$ cat config.mk
export PLATFORM = sky130hd
export DESIGN_NAME = dual_dac_cmd_exec
export DESIGN_NICKNAME = d
export VERILOG_FILES = /design/src/rtl/dac_exec_pkg.sv /design/src/rtl/ldac_sync.sv /design/src/rtl/dac_channel.sv /design/src/rtl/wake_timer.sv /design/src/rtl/dual_dac_cmd_exec.sv
export SDC_FILE = /design/constraint.sdc
export NUM_CORES = 1
export LEC_CHECK = 0
export ABC_AREA = 0
export BUFFER_PORTS_ARGS = -buffer_cell sky130_fd_sc_hd__buf_4
export CORE_MARGIN = 4
export CORE_UTILIZATION = 25
export DETAILED_ROUTE_END_ITERATION = 10
export GPL_TIMING_DRIVEN = 0
export PLACE_DENSITY_LB_ADDON = 0.1
export SYNTH_ARGS = -nofsm -noshare
export SYNTH_HDL_FRONTEND = slang
export SYNTH_SLANG_ARGS = --single-unit
$ cat constraint.sdc
create_clock -name clk -period 3.9 [get_ports clk]
set_input_delay 1.17 -clock clk [delete_from_list [all_inputs] [get_ports clk]]
set_output_delay 1.17 -clock clk [all_outputs]
set_load 0.005 [all_outputs]
$ cat src/rtl/dac_exec_pkg.sv
package dac_exec_pkg;

  typedef enum logic [3:0] {
    OP_LOAD        = 4'b0000,
    OP_COMMIT      = 4'b0001,
    OP_LOAD_COMMIT = 4'b0011,
    OP_SLEEP       = 4'b0100,
    OP_IDLE        = 4'b1111
  } op_e;

  // Channel selector to a two-bit mask, bit 0 = channel A, bit 1 = channel B.
  function automatic logic [1:0] chan_mask(input logic [3:0] field);
    case (field)
      4'b0000: chan_mask = 2'b01;
      4'b0001: chan_mask = 2'b10;
      4'b1111: chan_mask = 2'b11;
      default: chan_mask = 2'b00;
    endcase
  endfunction

  function automatic logic op_loads(input op_e op);
    op_loads = (op == OP_LOAD) || (op == OP_LOAD_COMMIT);
  endfunction

  function automatic logic op_commits(input op_e op);
    op_commits = (op == OP_COMMIT) || (op == OP_LOAD_COMMIT);
  endfunction

  function automatic int max_int(input int x, input int y);
    max_int = (x > y) ? x : y;
  endfunction

endpackage

$ cat src/rtl/ldac_sync.sv
module ldac_sync (
  input  logic clk,
  input  logic rst_n,
  input  logic async_n,
  output logic low_sync
);
  logic s1_q, s2_q;

  always_ff @(posedge clk) begin
    if (!rst_n) begin
      s1_q <= 1'b1;
      s2_q <= 1'b1;
    end else begin
      s1_q <= async_n;
      s2_q <= s1_q;
    end
  end

  assign low_sync = !s2_q;
endmodule

$ cat src/rtl/dac_channel.sv
module dac_channel #(
  parameter int CODE_W = 16,
  parameter logic [CODE_W-1:0] RESET_CODE = '0
) (
  input  logic              clk,
  input  logic              rst_n,
  input  logic              wr_en,
  input  logic              upd_en,
  input  logic              sleep_en,
  input  logic              wake_en,
  input  logic [CODE_W-1:0] code_in,
  output logic [CODE_W-1:0] act_code,
  output logic              asleep,
  output logic              wake_evt
);
  logic [CODE_W-1:0] stage_q, stage_nxt, act_q;
  logic              pd_q;

  // The write lands first so a load-and-commit forwards the fresh code.
  assign stage_nxt = wr_en ? code_in : stage_q;
  assign wake_evt  = pd_q && (upd_en || wake_en);

  always_ff @(posedge clk) begin
    if (!rst_n) begin
      stage_q <= RESET_CODE;
      act_q   <= RESET_CODE;
      pd_q    <= 1'b0;
    end else begin
      stage_q <= stage_nxt;
      if (upd_en) act_q <= stage_nxt;
      if (upd_en || wake_en) pd_q <= 1'b0;
      else if (sleep_en)     pd_q <= 1'b1;
    end
  end

  assign act_code = act_q;
  assign asleep   = pd_q;
endmodule

$ cat src/rtl/wake_timer.sv
module wake_timer #(
  parameter int ONE_CYC  = 1250,
  parameter int BOTH_CYC = 3000
) (
  input  logic clk,
  input  logic rst_n,
  input  logic wake_any,
  input  logic both_down,
  output logic busy
);
  import dac_exec_pkg::*;
  localparam int MAXC  = max_int(ONE_CYC, BOTH_CYC);
  localparam int CNT_W = $clog2(MAXC + 1);

  logic [CNT_W-1:0] cnt_q, load;

  assign load = both_down ? CNT_W'(BOTH_CYC) : CNT_W'(ONE_CYC);

  always_ff @(posedge clk) begin
    if (!rst_n)              cnt_q <= '0;
    else if (wake_any)       cnt_q <= (load > cnt_q) ? load : cnt_q;
    else if (cnt_q != '0)    cnt_q <= cnt_q - 1'b1;
  end

  assign busy = (cnt_q != '0);
endmodule

$ cat src/rtl/dual_dac_cmd_exec.sv
module dual_dac_cmd_exec #(
  parameter int CODE_W        = 16,
  parameter int RESET_MID     = 0,
  parameter int WAKE_ONE_CYC  = 1250,
  parameter int WAKE_BOTH_CYC = 3000
) (
  input  logic              clk,
  input  logic              rst_n,
  input  logic              word_valid,
  input  logic [23:0]       word_data,
  input  logic              xfer_active,
  input  logic              ldac_n,
  output logic [CODE_W-1:0] code_a,
  output logic [CODE_W-1:0] code_b,
  output logic              pd_a,
  output logic              pd_b,
  output logic              busy
);
  import dac_exec_pkg::*;

  localparam logic [CODE_W-1:0] RESET_CODE =
    (RESET_MID != 0) ? {1'b1, {(CODE_W-1){1'b0}}} : '0;

  op_e               op;
  logic [1:0]        sel, wr_hit, upd_hit, sleep_hit, pd_vec, wake_vec;
  logic [CODE_W-1:0] code_in;
  logic [1:0][CODE_W-1:0] act;
  logic              ldac_low, ldac_update, pending_q;

  assign op      = op_e'(word_data[23:20]);
  assign sel     = chan_mask(word_data[19:16]);
  assign code_in = word_data[15 -: CODE_W];

  assign wr_hit    = {2{word_valid && op_loads(op)}}     & sel;
  assign upd_hit   = {2{word_valid && op_commits(op)}}   & sel;
  assign sleep_hit = {2{word_valid && (op == OP_SLEEP)}} & sel;

  ldac_sync u_sync (
    .clk      (clk),
    .rst_n    (rst_n),
    .async_n  (ldac_n),
    .low_sync (ldac_low)
  );

  // A word counts as complete from its strobe until a strobe-driven load consumes it.
  always_ff @(posedge clk) begin
    if (!rst_n)           pending_q <= 1'b0;
    else if (ldac_update) pending_q <= 1'b0;
    else if (word_valid)  pending_q <= 1'b1;
  end

  assign ldac_update = ldac_low && (word_valid || (pending_q && !xfer_active));

  for (genvar i = 0; i < 2; i++) begin : g_ch
    dac_channel #(
      .CODE_W     (CODE_W),
      .RESET_CODE (RESET_CODE)
    ) u_ch (
      .clk      (clk),
      .rst_n    (rst_n),
      .wr_en    (wr_hit[i]),
      .upd_en   (upd_hit[i] || ldac_update),
      .sleep_en (sleep_hit[i]),
      .wake_en  (ldac_low),
      .code_in  (code_in),
      .act_code (act[i]),
      .asleep   (pd_vec[i]),
      .wake_evt (wake_vec[i])
    );
  end

  wake_timer #(
    .ONE_CYC  (WAKE_ONE_CYC),
    .BOTH_CYC (WAKE_BOTH_CYC)
  ) u_timer (
    .clk       (clk),
    .rst_n     (rst_n),
    .wake_any  (|wake_vec),
    .both_down (&pd_vec),
    .busy      (busy)
  );

  assign code_a = act[0];
  assign code_b = act[1];
  assign pd_a   = pd_vec[0];
  assign pd_b   = pd_vec[1];
endmodule

==> Word-level counts from Yosys, hierarchy flattened <==
Cells that the tools add are included.
W data, S select, Z words.
{ "totals": {"regBits": 81, "latchBits": 0, "ramBits": 0, "romBits": 0, "input_bits": 29, "output_inout_bits": 35, "wordCells": 55, "mem_count": 0} }
{ "classes": {"n_addsub": 1, "mul": 0, "div_mod_pow": 0, "n_lt_le_gt_ge": 1, "eq_ne": 6, "shifts": 0, "muxes": 7, "n_bitwise": 4, "reduce_logical": 26} }
{ "op_table": {"columns": ["cell", "n"], "rows": [
  ["$mux W12", 4],
  ["$mux W16", 2],
  ["$gt A12 B12 Y1", 1],
  ["$reduce_bool A12 Y1", 1],
  ["$sub A12 B1 Y12 const B", 1],
  ["$eq A4 B1 Y1 const B", 2],
  ["$logic_not A4 Y1", 2],
  ["$reduce_or A2 Y1", 4],
  ["$logic_and A1 B1 Y1", 7],
  ["$logic_or A1 B1 Y1", 7],
  ["$and A2 B2 Y2", 3],
  ["$pmux W2 S3", 1],
  ["$eq A4 B2 Y1 const B", 1],
  ["$eq A4 B3 Y1 const B", 1],
  ["$eq A4 B4 Y1 const B", 1],
  ["$reduce_and A2 Y1", 2],
  ["$logic_not A1 Y1", 2],
  ["$ne A2 B2 Y1 const B", 1],
  ["$reduce_bool A2 Y1", 1],
  ["$not A1 Y1", 1]
]} }

==> Depth between registers and ports, before layout <==
Gate-level depths: netlist of run 1.
{ "logic_depth": {"word_depth": 10, "mapped_depth": 11, "mapped_depth_nobuf": 10} }

==> Hierarchy <==
Synthesis of run 1 repeated with hierarchy kept, for this count alone.
{ "hier_totals": {"hier_cells": 375, "hier_area_um2": 3548.4} }
{ "modules_own_cells": {"columns": ["module", "n_inst", "cells_each", "area_each_um2"], "rows": [
  ["dac_channel", 2, 108, 1154.9],
  ["wake_timer", 1, 130, 1019.7],
  ["dual_dac_cmd_exec", 1, 24, 162.7],
  ["ldac_sync", 1, 5, 56.3]
]} }

==> Worst setup path before layout of run 1 <==
Ideal clock, no wire load.
{ "synth_timing": {"path_type": "input to register", "start": "input port word_data[16]", "end": "register u_timer.cnt_q[6]", "t_arrival_ns": 2.962, "required_ns": 3.783, "path_slack_ns": 0.821, "cell_stages": 7, "n_path_buf": 1, "path_cell_list": "or4_4 -> a21boi_4 -> a221oi_4 -> or3_4 -> and2_4 -> buf_6 -> a32o_1"} }
{ "synth_via": {"elab_chain_len": 9, "word_cells_on_any_way": 16} }
{ "synth_rtl": {"columns": ["element", "line_no", "text"], "rows": [
  ["from (decl)", "dual_dac_cmd_exec.sv:10", "input logic [23:0] word_data,"],
  ["$eq A4 B4 Y1 (tied with other cells)", "dac_exec_pkg.sv:13", "case (field)"],
  ["$pmux W2 S3 *", "dac_exec_pkg.sv:13", null],
  ["$and A2 B2 Y2 *", "dual_dac_cmd_exec.sv:35", "assign upd_hit = {2{word_valid && op_commits(op)}} & sel;"],
  ["$logic_or A1 B1 Y1", "dual_dac_cmd_exec.sv:62", ".upd_en (upd_hit[i] || ldac_update),"],
  ["$logic_or A1 B1 Y1", "dac_channel.sv:21", "assign wake_evt = pd_q && (upd_en || wake_en);"],
  ["$logic_and A1 B1 Y1", "dac_channel.sv:21", null],
  ["$reduce_or A2 Y1 *", "dual_dac_cmd_exec.sv:78", ".wake_any (|wake_vec),"],
  ["$ne A2 B2 Y1 (no source line) or $reduce_bool A2 Y1 (tied branches)", null, null],
  ["$reduce_and A2 Y1 (no source line)", null, null],
  ["to (signal assigned)", "wake_timer.sv:21", "else if (wake_any) cnt_q <= (load > cnt_q) ? load : cnt_q;"],
  ["to (signal assigned)", "wake_timer.sv:22", "else if (cnt_q != '0) cnt_q <= cnt_q - 1'b1;"],
  ["to (decl)", "wake_timer.sv:15", "logic [CNT_W-1:0] cnt_q, load;"]
]} }
Mark *: on every way between the ends. The rest lies on a longest branch, timed or not.
A chain may end at the register's enable or synchronous reset.

==> Final worst setup path of run 1 <==
{ "layout_timing": {"start": "register u_timer.cnt_q[2]", "end": "output port busy"} }
{ "layout_via": {"elab_chain_len": 1} }
{ "layout_rtl": {"columns": ["element", "line_no", "text"], "rows": [
  ["$reduce_bool A12 Y1", "wake_timer.sv:25", "assign busy = (cnt_q != '0);"],
  ["to (decl)", "dual_dac_cmd_exec.sv:17", "output logic busy"]
]} }
No other way between the ends.

==> flow_summary_export.csv, run 1 <==
group,metric,value,unit
synthesis,synth_ff_type,"dfxtp_1",
cts,cts_tree,"yes",
cts,cts_buffers,9,
synthesis,syn_nets,389,
finish,multi_input_area,1770,µm²
sta,relSlewSlack,28.3,%
route,wl_met3,629,µm
finish,fillCellCount,1461,
floorplan,ioPinCount,64,
flow_run,maxCapViolCount,0,
synthesis,syn-cell-area,3510,µm²
cts,cts_sinks,81,
cts,cts_setup_buffers,0,
synthesis,syn_inst,355,
power_and_ir_drop,p_leak,0.00231,µW
floorplan,rows,43,
floorplan,initial_core_util,25.4,%
floorplan,dieArea,16000,µm²
route,wl_met1,4390,µm
floorplan,die_w,126,µm
grt,grt_pass1_wl,15000,µm
route,vias_per_cell,4.62,
synthesis,async_flop_share,0,%
setup_path,critical_path_required,2.73,ns
setup_path,slowest_stage,"nor4_1",
route,detail_route.wl_per_cell,15.3,µm
cts,cts_max_level,3,
sta,rsz0062_at_grt,"no",
place,dp_hpwl,6900,µm
power_and_ir_drop,power_density,544,nW/µm²
setup_path,crit_path_start,"u_timer.cnt_q[2]",
sta,finalSetupViolations,0,
sta,slew_violations,0,
sta,final.setup.tns,0,ns
setup_path,path_cells,"nor4_1 -> nand4b_1 -> buf_4",
hold_path,holdCritPathClass,"reg -> reg",
setup_path,critPathTopFamily,"simple AND/OR/NAND/NOR gates",
setup_path,critical-path-max-stage-delay,0.93,ns
setup_path,cp-start-kind,"register",
sta,worst_pin_slew,1.07,ns
cts,cts.reportedPaths.clkPinSlew,0.06,ns
setup_path,worstSetupPathType,"reg -> out",
setup_path,cp_max_fo,7,
grt,antenna_found_initial,0,
finish,final_nets,463,
cts,cts_hold_buf,0,
cts,clockBufferDepth,2,
setup_path,path_buf_inv,1,
synthesis,ys_ff_latch,81,
route,drt_iter0_markers,103,
cts,clkLatencyLatePin,0.34,ns
cts,clock-root-buffer,"clkbuf_16",
route,antenna_left,0,
grt,grt_pass1_vias,2777,
setup_path,endpoint_kind,"primary output",
synthesis,avgSynthCellArea,9.88,µm²
sta,hold_ws,0.417,ns
place,post-place-cells,598,
hold_path,hp-start,"u_sync.s1_q",
sta,fin_crit_sh,82.6,%
synthesis,ys_seq_area_share,46.2,%
route,routed_wirelength,9400,µm
route,highest_layer,"met4",
synthesis,synth_cell_types,53,
route,dr.pass1.iters,7,
finish,drive_gt1_share,21.0,%
grt,grt_max_degree,14,
route,dr_wl_met2,4310,µm
setup_path,arrival,2.05,ns
sta,min_period,3.22,ns
finish,syn_to_final_growth,28.4,%
setup_path,r2r_start,"g_ch[0].u_ch.asleep",
place,port-buffer-count,63,
synthesis,synth_edf_count,0,
sta,hold_viol,0,
place,gp_congestion,0.774,
power_and_ir_drop,fin_total_pwr,2450,µW
grt,grt_overflow,0,
status,status,"finished, final reports clean",
floorplan,die_h,126,µm
finish,antenna_cells,0,
sta,skew,0.00847,ns
synthesis,ys_warn_count,0,
route,num_vias,2835,
sta,fmax,310,MHz
finish,area.sequential,1620,µm²
finish,final_cells,614,
route,drc,0,
grt,grt.total_usage,12.0,%
cts,ctsResizeCount,0,
power_and_ir_drop,ir_drop,0.225,mV
floorplan,core,13800,µm²
## power by group
group / total, µW / leakage [µW] / internal, µW / switching [µW]
combinational: 611 / 0.00151 / 280 / 332
sequential: 990 / 0.000658 / 902 / 87.6
clock: 849 / 0.000147 / 515 / 334
## path summary, 6_finish.rpt
check | slack, ns | end | depth (start not counted)
min | 0.42 | u_sync.s2_q | 1
min reg2reg | 0.42 | u_sync.s2_q | 1
max reg2reg | 1.24 | u_timer.cnt_q[8] | 11
max | 0.68 | busy | 3
## kinds of logic after synthesis
family	synth area share, %
AO/OA/AOI/OAI	18.7
adder cells (fa/ha/maj)	1.78
multiplexers	9.42
buffers and inverters	3.39
flip-flops	46.2
XOR/XNOR	0.250
AND/OR/NAND/NOR	20.3
## per-layer routing
metal,up-vias,global-route usage (%)
met1,1326,15.6
met5,-,0
met4,0,2.40
met2,66,18.9
li1,1436,-
met3,7,4.72
## worst register-to-register path, stage by stage, from the launching register on
cell,delay (ns)
dfxtp_1,0.45
nand2_1,0.23
inv_2,0.22
ha_1,0.27
nand4_1,0.12
nor3_1,0.05
o21ai_1,0.08
mux2i_1,0.12
o31ai_2,0.53
and2_1,0.21
buf_2,0.19
a32o_1,0.15
## sequential cells by signal, summed over array words and instances, names as in the netlist
| name | flops |
|---|---|
| pending_q | 1 |
| g_ch.u_ch.stage_q | 32 |
| g_ch.u_ch.act_code | 32 |
| u_timer.cnt_q | 12 |
| g_ch.u_ch.asleep | 2 |
| u_sync.s1_q | 1 |
| u_sync.s2_q | 1 |
## Yosys cell counts, drive strengths merged (3+ instances only)
library cell,n,area (µm²)
a32o,6,60.1
nand2,50,188
nand4,6,37.5
dfxtp,81,1620
and3,3,18.8
nor3,7,35.0
o31ai,3,27.5
nor4,4,25.0
nand3,5,25.0
o21ai,10,50.1
mux2i,33,330
nand2b,3,18.8
o211a,33,330
buf,4,28.8
nor2,6,22.5
clkbuf,15,56.3
and2,4,27.5
a21oi,7,35.0
inv,9,33.8
nor2b,32,200
ha,5,62.6
## cell usage in the layout, fill, tap and decap left out, types with 2 or more instances in the layout
master and n:
dfxtp_1 81, buf_4 64, nand2_1 50, mux2i_1 33, o211a_1 33, nor2b_1 32
clkbuf_1 17, clkbuf_16 9, inv_1 8, a21oi_1 7, nor3_1 7, nor2_1 6
nand4_1 6, o21ai_0 6, a32o_1 6, nand3_1 5, ha_1 5, nor4_1 4
o21ai_1 4, and2_1 3, and3_1 3, nand2b_1 3, nand4b_1 2, buf_2 2
nand3b_1 2, o31ai_1 2, o21a_1 2, clkinv_4 2
## layout make-up
cell class                 instances  share of cell area [%]
buffer                            19                    1.89
clock buffer                      12                    5.47
clock inverter                     4                    1.17
inverter                           9                   0.750
multi-input combinational        246                    39.2
sequential                        81                    36.0
tap                              180                    5.00
timing repair buffer              63                    10.5
## per-stage QoR
step,util [%],cell area [µm²],setup WS (ns)
floorplan,-,3510,0.821
global placement,30.4,4210,0.408
detailed placement,30.4,4210,0.476
CTS,32.6,4500,0.686
global route,32.6,4500,0.505
finish,32.6,4500,0.679
Note: power is estimated with default switching activity, not from simulation.
==> run 2, diff against run 1 <==
clock period = 2.9 ns   (was 3.9 ns; I/O delays follow)
==> flow_summary_export.csv, run 2 (synthesized netlist as in run 1, its figures left out) <==
group,metric,value,unit
floorplan,ioPinCount,64,
place,dpl_cell_area,4210,µm²
cts,cts_max_level,3,
sta,slew_violations,0,
floorplan,initial_core_util,25.4,%
sta,relSlewSlack,48.5,%
setup_path,endpoint_kind,"primary output",
sta,fmax,369,MHz
cts,clockBufferDepth,2,
floorplan,dieArea,16000,µm²
sta,hold_ws,0.416,ns
setup_path,worstSetupPathType,"reg -> out",
power_and_ir_drop,fin_total_pwr,3310,µW
sta,finalSetupViolations,0,
place,post-place-cells,598,
route,drc,0,
route,num_vias,2840,
hold_path,holdCritPathClass,"reg -> reg",
sta,min_period,2.71,ns
sta,rsz0062_at_grt,"no",
place,gp_congestion,0.774,
grt,grt_max_degree,14,
finish,drive_gt1_share,21.6,%
cts,cts.reportedPaths.clkPinSlew,0.06,ns
flow_run,maxCapViolCount,0,
power_and_ir_drop,p_leak,0.00232,µW
sta,fin_crit_sh,93.4,%
route,vias_per_cell,4.61,
cts,cts_buffers,9,
place,port-buffer-count,63,
status,status,"finished, final reports clean",
setup_path,cp_max_fo,8,
power_and_ir_drop,power_density,731,nW/µm²
grt,grt_overflow,0,
finish,syn_to_final_growth,29.3,%
route,routed_wirelength,9400,µm
route,dr.pass1.iters,6,
finish,final_nets,465,
cts,cts_tree,"yes",
setup_path,cp-start-kind,"register",
finish,antenna_cells,0,
grt,antenna_found_initial,0,
floorplan,core,13800,µm²
place,dp_hpwl,6900,µm
cts,clock-root-buffer,"clkbuf_16",
finish,fillCellCount,1460,
floorplan,rows,43,
finish,final_cells,616,
route,detail_route.wl_per_cell,15.3,µm
finish,final_cell_mix,"81 x dfxtp_1, 66 x buf_4, 50 x nand2_1",
setup_path,critical_path_required,2.03,ns
setup_path,arrival,1.84,ns
grt,grt.total_usage,12.0,%
cts,cts_sinks,81,
cts,clkLatencyLatePin,0.34,ns
grt,grt_pass1_wl,15100,µm
floorplan,die_w,126,µm
finish,final_common_cell,"dfxtp_1",
grt,grt_pass1_vias,2775,
sta,hold_viol,0,
route,drt_iter0_markers,116,
finish,final_core_util,32.8,%
route,antenna_left,0,
sta,skew,0.00863,ns
finish,stdcell_area,4530,µm²
sta,worst_pin_slew,0.772,ns
floorplan,die_h,126,µm
power_and_ir_drop,ir_drop,0.302,mV
[run 2: power breakdown]
part | leakage, µW | internal (µW) | total, µW | switching, µW
combinational | 0.00152 | 385 | 839 | 454
clock | 0.000147 | 693 | 1140 | 448
sequential | 0.000658 | 1210 | 1330 | 122
[run 2: path summary, 6_finish.rpt]
check	startpoint	endpoint	slack, ns	cells after the start
hold / removal	u_sync.s1_q	u_sync.s2_q	0.42	1
setup / recovery	u_timer.cnt_q[6]	busy	0.19	4
setup reg to reg	g_ch[0].u_ch.asleep	u_timer.cnt_q[6]	0.31	11
hold reg to reg	u_sync.s1_q	u_sync.s2_q	0.42	1
[run 2: metrics by stage]
step / setup slack (ns) / setup TNS [ns]
floorplan: 0.121 / 0
global placement: -0.292 / -4.92
detailed placement: -0.224 / -4.49
CTS: 0.110 / 0
global route: 0.0767 / 0
finish: 0.192 / 0
[run 2: worst max-delay path: stages, from the launching register on]
cell	delay, ns
dfxtp_1	0.37
or4_1	0.59
nor2_1	0.21
nand4b_1	0.15
buf_4	0.18
[run 2: metal layers]
layer	vias up	part of all wire (%)	global-route usage, %
met3	8	6.4	4.72
met4	0	0.74	2.40
met5	-	0	0
met2	63	46	18.9
met1	1329	47	15.6
li1	1440	-	-
[run 2: final cells by class]
class                      instances  area, µm²  area share [%]
buffer                            19       85.1            1.88
clock buffer                      12        246            5.44
clock inverter                     4       52.6            1.16
inverter                           9       33.8           0.745
multi-input combinational        246       1780            39.3
sequential                        81       1620            35.8
tap                              180        225            4.97
timing repair buffer              65        488            10.8
[run 2: what timing repair did]
item | 4_1_cts | 5_1_grt
pin swaps | 0 | 1
resized for setup | 1 | 1
buffers inserted | 0 | 2
endpoints found under the setup margin | 1 | 6
hold buffers | 0 | 0
==> run 3, diff against run 2 <==
CORE_UTILIZATION = 41   (was 25)
==> flow_summary_export.csv, run 3 (synthesized netlist as in run 1, its figures left out) <==
group,metric,value,unit
cts,cts.reportedPaths.clkPinSlew,0.08,ns
setup_path,cp_max_fo,10,
finish,drive_gt1_share,21.2,%
floorplan,ioPinCount,64,
floorplan,die_w,100,µm
place,port-buffer-count,63,
sta,skew,0.00858,ns
setup_path,r2r_slack,0.35,ns
setup_path,slowest_stage,"o31ai_2",
cts,ctsResizeCount,0,
finish,final_nets,463,
setup_path,path_buf_inv,2,
status,status,"finished, final reports clean",
sta,hold_viol,0,
power_and_ir_drop,p_leak,0.00226,µW
place,dp_hpwl,6060,µm
grt,grt_overflow,0,
cts,cts_hold_buf,0,
sta,min_period,2.73,ns
floorplan,die_h,100,µm
floorplan,core,8260,µm²
grt,grt.total_usage,17.1,%
cts,cts_buffers,9,
sta,rsz0062_at_grt,"no",
route,antenna_left,0,
finish,final_common_cell,"dfxtp_1",
route,num_vias,2872,
sta,worst_pin_slew,0.761,ns
grt,grt_max_degree,14,
route,drc,0,
power_and_ir_drop,combPwrFrac,27.7,%
setup_path,cp-start-kind,"input pin",
grt,grt_pass1_wl,13600,µm
sta,slew_violations,0,
power_and_ir_drop,p_int,1990,µW
sta,finalWorstSetupSlack,0.174,ns
sta,fmax,367,MHz
power_and_ir_drop,sw_frac_of_total,32.6,%
route,routed_wirelength,8470,µm
hold_path,holdCritPathClass,"reg -> reg",
grt,antenna_found_initial,0,
place,gp_congestion,0.825,
cts,cts_setup_buffers,0,
cts,cts_tree,"yes",
finish,final_core_util,52.1,%
power_and_ir_drop,switching_power,962,µW
place,post-place-ws,-0.197,ns
cts,clock-root-buffer,"clkbuf_8",
power_and_ir_drop,power_density,686,nW/µm²
finish,antenna_cells,0,
cts,cts_sinks,81,
power_and_ir_drop,ir_drop,0.347,mV
setup_path,critical-path-max-stage-delay,0.55,ns
setup_path,path_cells,"buf_4 -> nor4bb_1 -> a21boi_4 -> a221oi_4 -> o31ai_2 -> and2_1 -> buf_2 -> a32o_1",
route,drt_iter0_markers,75,
flow_run,maxCapViolCount,0,
grt,grt_pass1_vias,2704,
cts,clkLatencyLatePin,0.34,ns
finish,final_cell_mix,"81 x dfxtp_1, 64 x buf_4, 50 x nand2_1",
floorplan,initial_core_util,42.5,%
setup_path,worstSetupPathType,"in -> reg",
finish,fillCellCount,805,
sta,finalSetupViolations,0,
cts,cts_max_level,3,
cts,clockBufferDepth,2,
sta,relSlewSlack,49.2,%
setup_path,critPathTopFamily,"compound AO/OA/AOI/OAI gates",
floorplan,dieArea,10100,µm²
setup_path,arrival,3.01,ns
route,dr.pass1.iters,4,
setup_path,endpoint_kind,"register",
sta,fin_crit_sh,94.0,%
route,vias_per_cell,5.33,
finish,syn_to_final_growth,22.8,%
floorplan,rows,33,
power_and_ir_drop,pwr-share-seq,45.4,%
route,detail_route.wl_per_cell,15.7,µm
setup_path,critical_path_required,3.19,ns
power_and_ir_drop,clkPwrFrac,27.0,%
[run 3: power groups by stage]
stage / clock, µW / sequential (µW) / combinational (µW)
finish: 797 / 1340 / 816
global route: 867 / 1350 / 909
CTS: 825 / 1330 / 811
detailed placement: 0 / 1350 / 804
global placement: 0 / 1350 / 789
floorplan: 0 / 1330 / 588
[run 3: final timing paths]
path,start,end,cells past startpoint
setup / recovery,word_data[22],u_timer.cnt_q[10],8
hold / removal,u_sync.s1_q,u_sync.s2_q,1
setup reg to reg,g_ch[0].u_ch.asleep,u_timer.cnt_q[10],11
hold reg to reg,u_sync.s1_q,u_sync.s2_q,1
[run 3: final cells by class]
class	instances	area [µm²]	share of cell area, %
flip-flops and latches	81	1620	37.7
clock inverters	5	56.3	1.31
well taps	105	131	3.05
multi-input cells	246	1770	41.2
plain buffers	19	85.1	1.98
inverters	9	33.8	0.785
clock buffers	11	131	3.05
repair buffers	63	473	11.0
[run 3: per-stage QoR]
step | setup TNS (ns) | total power, µW | std cells | hold slack [ns] | area (µm²)
after floorplan | 0 | 1910 | 355 | 0.386 | 3510
after global placement | -2.97 | 2140 | 523 | 0.393 | 4110
after detailed placement | -3.21 | 2160 | 523 | 0.399 | 4110
after CTS | 0 | 2960 | 539 | 0.419 | 4300
after global routing | 0 | 3130 | 539 | 0.454 | 4310
final | 0 | 2950 | 539 | 0.415 | 4310
[run 3: metal layers]
metal	up-vias	wire length, µm	global-route usage [%]
li1	1431	-	-
met1	1373	4090	22.9
met2	58	3860	27.1
met3	10	394	4.29
met4	0	119	5.60
met5	-	0	0
